[src/rtl/t1ra_pkg.sv]
// Shared types for the T1 remote alarm inserter.
package t1ra_pkg;

    // Which alarm rewrite is in force for the current bit
    typedef enum logic [1:0] {
        ENC_NONE  = 2'd0,
        ENC_BIT2  = 2'd1,
        ENC_FS12  = 2'd2,
        ENC_DLPAT = 2'd3
    } alarm_enc_e;

    // Map the sampled request, layout and encoding select to one rewrite
    function automatic alarm_enc_e pick_enc(input logic act, input logic esf, input logic alt);
        if (!act)
            return ENC_NONE;
        else if (esf)
            return alt ? ENC_BIT2 : ENC_DLPAT;
        else
            return alt ? ENC_FS12 : ENC_BIT2;
    endfunction

endpackage

[src/rtl/t1ra_position.sv]
// Tracks the bit position inside the frame and the frame number inside
// the multiframe for the bit that is present on the input this cycle.
// Assumes: one stream bit per clock, frame_i marks the framing bit and
// mf_i, when high, coincides with frame_i. Between strobes the counters
// run freely and wrap on their own.
module t1ra_position #(
    parameter int FRAME_BITS = 193,
    parameter int CH_BITS    = 8,
    parameter int ALARM_BIT  = 2,
    parameter int F12_FRAMES = 12,
    parameter int ESF_FRAMES = 24,
    parameter int POS_W      = 8,
    parameter int FR_W       = 5
) (
    input  logic             clk,
    input  logic             rst_n,
    input  logic             frame_i,
    input  logic             mf_i,
    input  logic             esf_i,
    output logic [POS_W-1:0] cur_pos_o,
    output logic [FR_W-1:0]  cur_fr_o,
    output logic             is_fbit_o,
    output logic             is_alarm_bit_o
);
    logic [POS_W-1:0] pos_q;
    logic [FR_W-1:0]  fr_q;
    logic [FR_W-1:0]  last_fr;

    // Position and frame number of the bit on the input this cycle
    always_comb begin
        cur_pos_o = frame_i ? '0 : pos_q;
        last_fr   = esf_i ? FR_W'(ESF_FRAMES) : FR_W'(F12_FRAMES);
        if (mf_i)
            cur_fr_o = FR_W'(1);
        else if (cur_pos_o == '0)
            cur_fr_o = (fr_q >= last_fr) ? FR_W'(1) : fr_q + FR_W'(1);
        else
            cur_fr_o = fr_q;
        is_fbit_o      = (cur_pos_o == '0);
        is_alarm_bit_o = (cur_pos_o != '0) &&
                         (((cur_pos_o - POS_W'(1)) % POS_W'(CH_BITS)) == POS_W'(ALARM_BIT - 1));
    end

    // Advance the counters to the next bit
    always_ff @(posedge clk) begin
        if (!rst_n) begin
            pos_q <= '0;
            fr_q  <= FR_W'(1);
        end else begin
            pos_q <= (cur_pos_o == POS_W'(FRAME_BITS - 1)) ? '0 : cur_pos_o + POS_W'(1);
            fr_q  <= cur_fr_o;
        end
    end

endmodule

[src/rtl/t1ra_ctrl.sv]
// Samples the alarm settings on the multiframe strobe and runs the
// 16-bit data-link alarm pattern. Assumes: settings are stable only as
// far as the strobe cycle, and the settings sampled there apply from
// that bit on. The pattern index is held at zero while the pattern
// encoding is not in force. While that encoding stays in force, the
// index keeps running across strobes.
module t1ra_ctrl
    import t1ra_pkg::*;
#(
    parameter int PAT_LEN  = 16,
    parameter int PAT_ONES = 8,
    parameter int IDX_W    = 4
) (
    input  logic       clk,
    input  logic       rst_n,
    input  logic       mf_i,
    input  logic       alarm_en_i,
    input  logic       fmt_i,
    input  logic       esf_i,
    input  logic       is_fbit_i,
    input  logic       fr_odd_i,
    output logic       act_o,
    output logic       esf_o,
    output alarm_enc_e enc_o,
    output logic       pat_bit_o,
    output logic       dl_slot_o
);
    logic             act_q, fmt_q, esf_q;
    logic             fmt_eff;
    logic [IDX_W-1:0] idx_q;

    // Settings in force for this bit: fresh on the strobe, held otherwise
    always_comb begin
        act_o     = mf_i ? alarm_en_i : act_q;
        fmt_eff   = mf_i ? fmt_i      : fmt_q;
        esf_o     = mf_i ? esf_i      : esf_q;
        enc_o     = pick_enc(act_o, esf_o, fmt_eff);
        dl_slot_o = is_fbit_i && fr_odd_i && (enc_o == ENC_DLPAT);
        pat_bit_o = (idx_q < IDX_W'(PAT_ONES));
    end

    // Hold the sampled settings between strobes
    always_ff @(posedge clk) begin
        if (!rst_n) begin
            act_q <= 1'b0;
            fmt_q <= 1'b0;
            esf_q <= 1'b0;
        end else begin
            act_q <= act_o;
            fmt_q <= fmt_eff;
            esf_q <= esf_o;
        end
    end

    // Step the pattern index once per data-link bit, clear it when unused
    always_ff @(posedge clk) begin
        if (!rst_n)
            idx_q <= '0;
        else if (enc_o != ENC_DLPAT)
            idx_q <= '0;
        else if (dl_slot_o)
            idx_q <= (idx_q == IDX_W'(PAT_LEN - 1)) ? '0 : idx_q + IDX_W'(1);
    end

endmodule

[src/rtl/t1ra_insert.sv]
// Applies the selected alarm rewrite to the current stream bit and
// registers the result. Assumes the position flags and the encoding
// all refer to the bit on tx_bit_i in the same cycle.
module t1ra_insert
    import t1ra_pkg::*;
#(
    parameter int FR_W     = 5,
    parameter int FS_FRAME = 12
) (
    input  logic            clk,
    input  logic            rst_n,
    input  logic            tx_bit_i,
    input  alarm_enc_e      enc_i,
    input  logic            is_fbit_i,
    input  logic            is_alarm_bit_i,
    input  logic [FR_W-1:0] fr_i,
    input  logic            dl_slot_i,
    input  logic            pat_bit_i,
    output logic            tx_bit_o
);
    logic tx_next;

    // Choose the outgoing value of this bit
    always_comb begin
        tx_next = tx_bit_i;
        unique case (enc_i)
            ENC_BIT2:  if (is_alarm_bit_i) tx_next = 1'b0;
            ENC_FS12:  if (is_fbit_i && fr_i == FR_W'(FS_FRAME)) tx_next = 1'b1;
            ENC_DLPAT: if (dl_slot_i) tx_next = pat_bit_i;
            default:   tx_next = tx_bit_i;
        endcase
    end

    // One-clock output register
    always_ff @(posedge clk) begin
        if (!rst_n)
            tx_bit_o <= 1'b0;
        else
            tx_bit_o <= tx_next;
    end

endmodule

[src/rtl/t1ra_ais.sv]
// Drives the system-side receive output to all ones while AIS is
// requested. Assumes nothing else may mask the request.
module t1ra_ais (
    input  logic clk,
    input  logic rst_n,
    input  logic rx_bit_i,
    input  logic send_ais_i,
    output logic rx_bit_o
);
    // Register the gated receive bit
    always_ff @(posedge clk) begin
        if (!rst_n)
            rx_bit_o <= 1'b0;
        else
            rx_bit_o <= send_ais_i ? 1'b1 : rx_bit_i;
    end

endmodule

[src/rtl/t1_remote_alarm_ins.sv]
// Top of the T1 remote alarm inserter. The position tracker, the
// settings/pattern control and the bit rewriter run on the transmit
// stream, and the AIS gate runs on the receive-side system output.
// Assumes: one bit per clock on both streams, strobes aligned to the
// framing bit, and the multiframe strobe only together with the frame
// strobe.
module t1_remote_alarm_ins
    import t1ra_pkg::*;
#(
    parameter int CHANNELS   = 24,
    parameter int CH_BITS    = 8,
    parameter int ALARM_BIT  = 2,
    parameter int F12_FRAMES = 12,
    parameter int ESF_FRAMES = 24,
    parameter int PAT_LEN    = 16,
    parameter int PAT_ONES   = 8
) (
    input  logic clk,
    input  logic rst_n,
    input  logic tx_bit_i,
    input  logic frame_i,
    input  logic mf_i,
    input  logic esf_mode_i,
    input  logic fmt_sel_i,
    input  logic alarm_en_i,
    output logic tx_bit_o,
    input  logic rx_bit_i,
    input  logic send_ais_i,
    output logic rx_bit_o
);
    localparam int FRAME_BITS = 1 + CHANNELS * CH_BITS;
    localparam int POS_W      = $clog2(FRAME_BITS);
    localparam int FR_W       = $clog2(ESF_FRAMES + 1);
    localparam int IDX_W      = $clog2(PAT_LEN);

    logic [POS_W-1:0] bit_pos;
    logic [FR_W-1:0]  frame_no;
    logic             is_fbit, is_alarm_bit;
    logic             alarm_act, alarm_esf, pat_bit, dl_slot;
    alarm_enc_e       enc;

    t1ra_position #(
        .FRAME_BITS (FRAME_BITS),
        .CH_BITS    (CH_BITS),
        .ALARM_BIT  (ALARM_BIT),
        .F12_FRAMES (F12_FRAMES),
        .ESF_FRAMES (ESF_FRAMES),
        .POS_W      (POS_W),
        .FR_W       (FR_W)
    ) u_pos (
        .clk            (clk),
        .rst_n          (rst_n),
        .frame_i        (frame_i),
        .mf_i           (mf_i),
        .esf_i          (alarm_esf),
        .cur_pos_o      (bit_pos),
        .cur_fr_o       (frame_no),
        .is_fbit_o      (is_fbit),
        .is_alarm_bit_o (is_alarm_bit)
    );

    t1ra_ctrl #(
        .PAT_LEN  (PAT_LEN),
        .PAT_ONES (PAT_ONES),
        .IDX_W    (IDX_W)
    ) u_ctrl (
        .clk        (clk),
        .rst_n      (rst_n),
        .mf_i       (mf_i),
        .alarm_en_i (alarm_en_i),
        .fmt_i      (fmt_sel_i),
        .esf_i      (esf_mode_i),
        .is_fbit_i  (is_fbit),
        .fr_odd_i   (frame_no[0]),
        .act_o      (alarm_act),
        .esf_o      (alarm_esf),
        .enc_o      (enc),
        .pat_bit_o  (pat_bit),
        .dl_slot_o  (dl_slot)
    );

    t1ra_insert #(
        .FR_W     (FR_W),
        .FS_FRAME (F12_FRAMES)
    ) u_ins (
        .clk            (clk),
        .rst_n          (rst_n),
        .tx_bit_i       (tx_bit_i),
        .enc_i          (enc),
        .is_fbit_i      (is_fbit),
        .is_alarm_bit_i (is_alarm_bit),
        .fr_i           (frame_no),
        .dl_slot_i      (dl_slot),
        .pat_bit_i      (pat_bit),
        .tx_bit_o       (tx_bit_o)
    );

    t1ra_ais u_ais (
        .clk        (clk),
        .rst_n      (rst_n),
        .rx_bit_i   (rx_bit_i),
        .send_ais_i (send_ais_i),
        .rx_bit_o   (rx_bit_o)
    );

endmodule

[config.mk]
export PLATFORM = sky130hd
export DESIGN_NAME = t1_remote_alarm_ins
export DESIGN_NICKNAME = d
export VERILOG_FILES = /design/src/rtl/t1ra_pkg.sv /design/src/rtl/t1ra_position.sv /design/src/rtl/t1ra_ctrl.sv /design/src/rtl/t1ra_insert.sv /design/src/rtl/t1ra_ais.sv /design/src/rtl/t1_remote_alarm_ins.sv
export SDC_FILE = /design/constraint.sdc
export NUM_CORES = 1
export LEC_CHECK = 0
export BUFFER_PORTS_ARGS = -buffer_cell sky130_fd_sc_hd__clkbuf_2
export CORE_MARGIN = 5
export CORE_UTILIZATION = 50
export DETAILED_ROUTE_END_ITERATION = 6
export MAX_ROUTING_LAYER = met4
export PLACE_DENSITY = 0.8
export SYNTH_ARGS = -nofsm -noshare
export SYNTH_HDL_FRONTEND = slang
export SYNTH_HIERARCHICAL = 1
export SYNTH_SLANG_ARGS = --single-unit
[constraint.sdc]
create_clock -name clk -period 2.8 [get_ports clk]
set_clock_uncertainty 0.05 [all_clocks]
set_input_delay 0.7 -clock clk [delete_from_list [all_inputs] [get_ports clk]]
set_output_delay 0.7 -clock clk [all_outputs]
set_load 0.01 [all_outputs]
==> flow_metrics.env <==
export IMPL_status="finished, final reports clean"
export IMPL_dieHeight_microns=59.8
export IMPL_fin_util_pct=59.7
export IMPL_powerDensity_nw_per_um2=466
export IMPL_nFillCells=209
export IMPL_worst_pin_slew_ns=0.466
export IMPL_die_x_microns=59.8
export IMPL_post_place_cells=187
export IMPL_wl_met2_microns=1420
export IMPL_final_area_sq_um=1450
export IMPL_layout_nets=181
export IMPL_syn_cell_area_sq_um=1240
export IMPL_core_sq_um=2430
export IMPL_drtIter0Drc=35
export IMPL_gp_congestion=0.840
export IMPL_top_layer_used="met4"
export IMPL_grt_antenna_before_repair=0
export IMPL_grt_pass1_vias=1089
export IMPL_rrSetupSlack_ns=0.46
export IMPL_clk_latency_ns=0.32
export IMPL_pre_cts_ws_ns=-0.101
export IMPL_grt_max_degree=14
export IMPL_overflow=0
export IMPL_setup_violations=0
export IMPL_io_buffer_count=11
export IMPL_cts_tree="built"
export IMPL_slowest_delay_ns=0.24
export IMPL_cts_setup_buffers=0
export IMPL_slowest_stage="a31oi_2"
export IMPL_ioPinCount=12
export IMPL_rsz0062_at_grt="no"
export IMPL_min_from="u_ctrl/idx_q[3]$_SDFFE_PP0P_"
export IMPL_root_buffer="clkbuf_4"
export IMPL_p_leak_nw=0.613
export IMPL_grt_pass1_wl_microns=4460
export IMPL_rr_worst_depth=13
export IMPL_h_tree_depth=1
export IMPL_holdWs_ns=0.462
export IMPL_hp_class="reg2reg"
export IMPL_layout_common_cells="22 x dfxtp_1, 12 x nor2_1, 11 x clkbuf_2, 11 x inv_1"
export IMPL_areaGrowthSynthToFinish_pct=17.4
export IMPL_layout_min_cycle_time_ns=2.56
export IMPL_post_drt_wl_per_cell_microns=13.8
export IMPL_path_common_cell="inv_1"
export IMPL_fmax_mhz=390
export IMPL_vias=1042
export IMPL_drc_errors=0
export IMPL_start_util_pct=50.9
export IMPL_period_share_pct=91.6
export IMPL_cp_start_kind="input port"
export IMPL_required_ns=2.96
export IMPL_hold_end="u_ctrl/idx_q[3]$_SDFFE_PP0P_"
export IMPL_drive_above_1_share_pct=20.5
export IMPL_r2r_start="u_ctrl/esf_q$_SDFF_PN0_"
export IMPL_mostFrequentLayoutCell="dfxtp_1"
export IMPL_syn_num_nets=158
export IMPL_slew_viol_final=0
export IMPL_wl_microns=2630
export IMPL_placed_area_sq_um=1400
export IMPL_clock_sinks=22
export IMPL_path_max_fanout=2
export IMPL_hold_depth=2
export IMPL_cp_end_kind="flop"
export IMPL_ant_nets=0
export IMPL_critPathKind="in2reg"
export IMPL_fin_cells=191
export IMPL_cap_violations=0
export IMPL_clkTransAtPathRegs_ns=0.12
export IMPL_cts_resized=0
export IMPL_max_slew_margin_pct=68.6
export IMPL_antenna_diode_count=0
export IMPL_die_area_sq_um=3570
export IMPL_synth_cells=139
export IMPL_place_detailed_hpwl_microns=2090
export IMPL_cts_buffers=3
export IMPL_r2r_end="u_ins/tx_bit_o$_SDFF_PN0_"
export IMPL_hold_viol_final=0
export IMPL_cp_arrival_ns=2.72
export IMPL_row_count=18
export IMPL_syn_area_per_cell_sq_um=8.90
export IMPL_ys_warn_count=6
export IMPL_route_met3_wl_microns=75
export IMPL_ir_drop_uv=418
export IMPL_cts_hold_buf=0
export IMPL_fin_tns_setup_ns=0
export IMPL_routed_via_density=5.46
export IMPL_wl_met1_microns=1080
export IMPL_crit_chain="clkbuf_2 -> mux2i_2 -> inv_1 -> inv_1 -> ha_1 -> a21bo_2 -> a31oi_2 -> o21bai_2 -> nand2b_1 -> nand2_1 -> nor4_1 -> and3_2 -> o21ai_0 -> a21boi_1"
export IMPL_power_mw=0.677
export IMPL_setup_ws_ns=0.236
export IMPL_dr_pass1_iters=4
export IMPL_grt_usage_pct=16.8
export IMPL_clock_path_buffers=2
-- how the worst max path moves through the flow --
stage | startpoint | endpoint | slack (ns)
final | mf_i | u_ins/tx_bit_o$_SDFF_PN0_ | 0.24
after global routing | mf_i | u_ins/tx_bit_o$_SDFF_PN0_ | 0.03
after CTS | mf_i | u_ins/tx_bit_o$_SDFF_PN0_ | 0.23
after detailed placement | mf_i | u_ins/tx_bit_o$_SDFF_PN0_ | -0.10
after global placement | mf_i | u_ins/tx_bit_o$_SDFF_PN0_ | 0.03
after floorplan | mf_i | u_ins/tx_bit_o$_SDFF_PN0_ | 0.02
-- routing by layer --
| layer | GRT usage, % | up-vias |
|---|---|---|
| met5 | - | - |
| met4 | 6.96 | 0 |
| met3 | 4.32 | 6 |
| met2 | 31.0 | 15 |
| met1 | 16.3 | 493 |
| li1 | - | 528 |
-- final cells by class --
class | instances | area, sq um | share of cell area (%)
multi-input combinational | 105 | 766 | 52.7
sequential | 22 | 440 | 30.3
timing repair buffer | 19 | 115 | 7.92
inverter | 11 | 41.3 | 2.84
tap | 30 | 37.5 | 2.58
clock inverter | 1 | 30.0 | 2.07
clock buffer | 3 | 22.5 | 1.55
-- where the power goes --
part | total, mW | switching [mW] | leakage (nW) | internal [mW]
combinational | 0.102 | 0.0544 | 0.406 | 0.0473
clock | 0.246 | 0.101 | 0.0279 | 0.145
sequential | 0.329 | 0.00601 | 0.179 | 0.323
-- sequential cells by signal, summed over array words and instances, names as in the netlist --
register / count
u_pos/pos_q: 8
u_pos/fr_q: 5
u_ctrl/idx_q: 4
u_ais/rx_bit_o: 1
u_ctrl/act_q: 1
u_ctrl/esf_q: 1
u_ctrl/fmt_q: 1
u_ins/tx_bit_o: 1
-- critical path: cells and delay by family --
family                   cells  cell delay, ns
buffers and inverters        3            0.25
AO/OA/AOI/OAI                5            0.77
AND/OR/NAND/NOR              4            0.56
multiplexers                 1            0.22
adder cells (fa/ha/maj)      1            0.23
No activity file was read; power rests on OpenSTA's default activity.
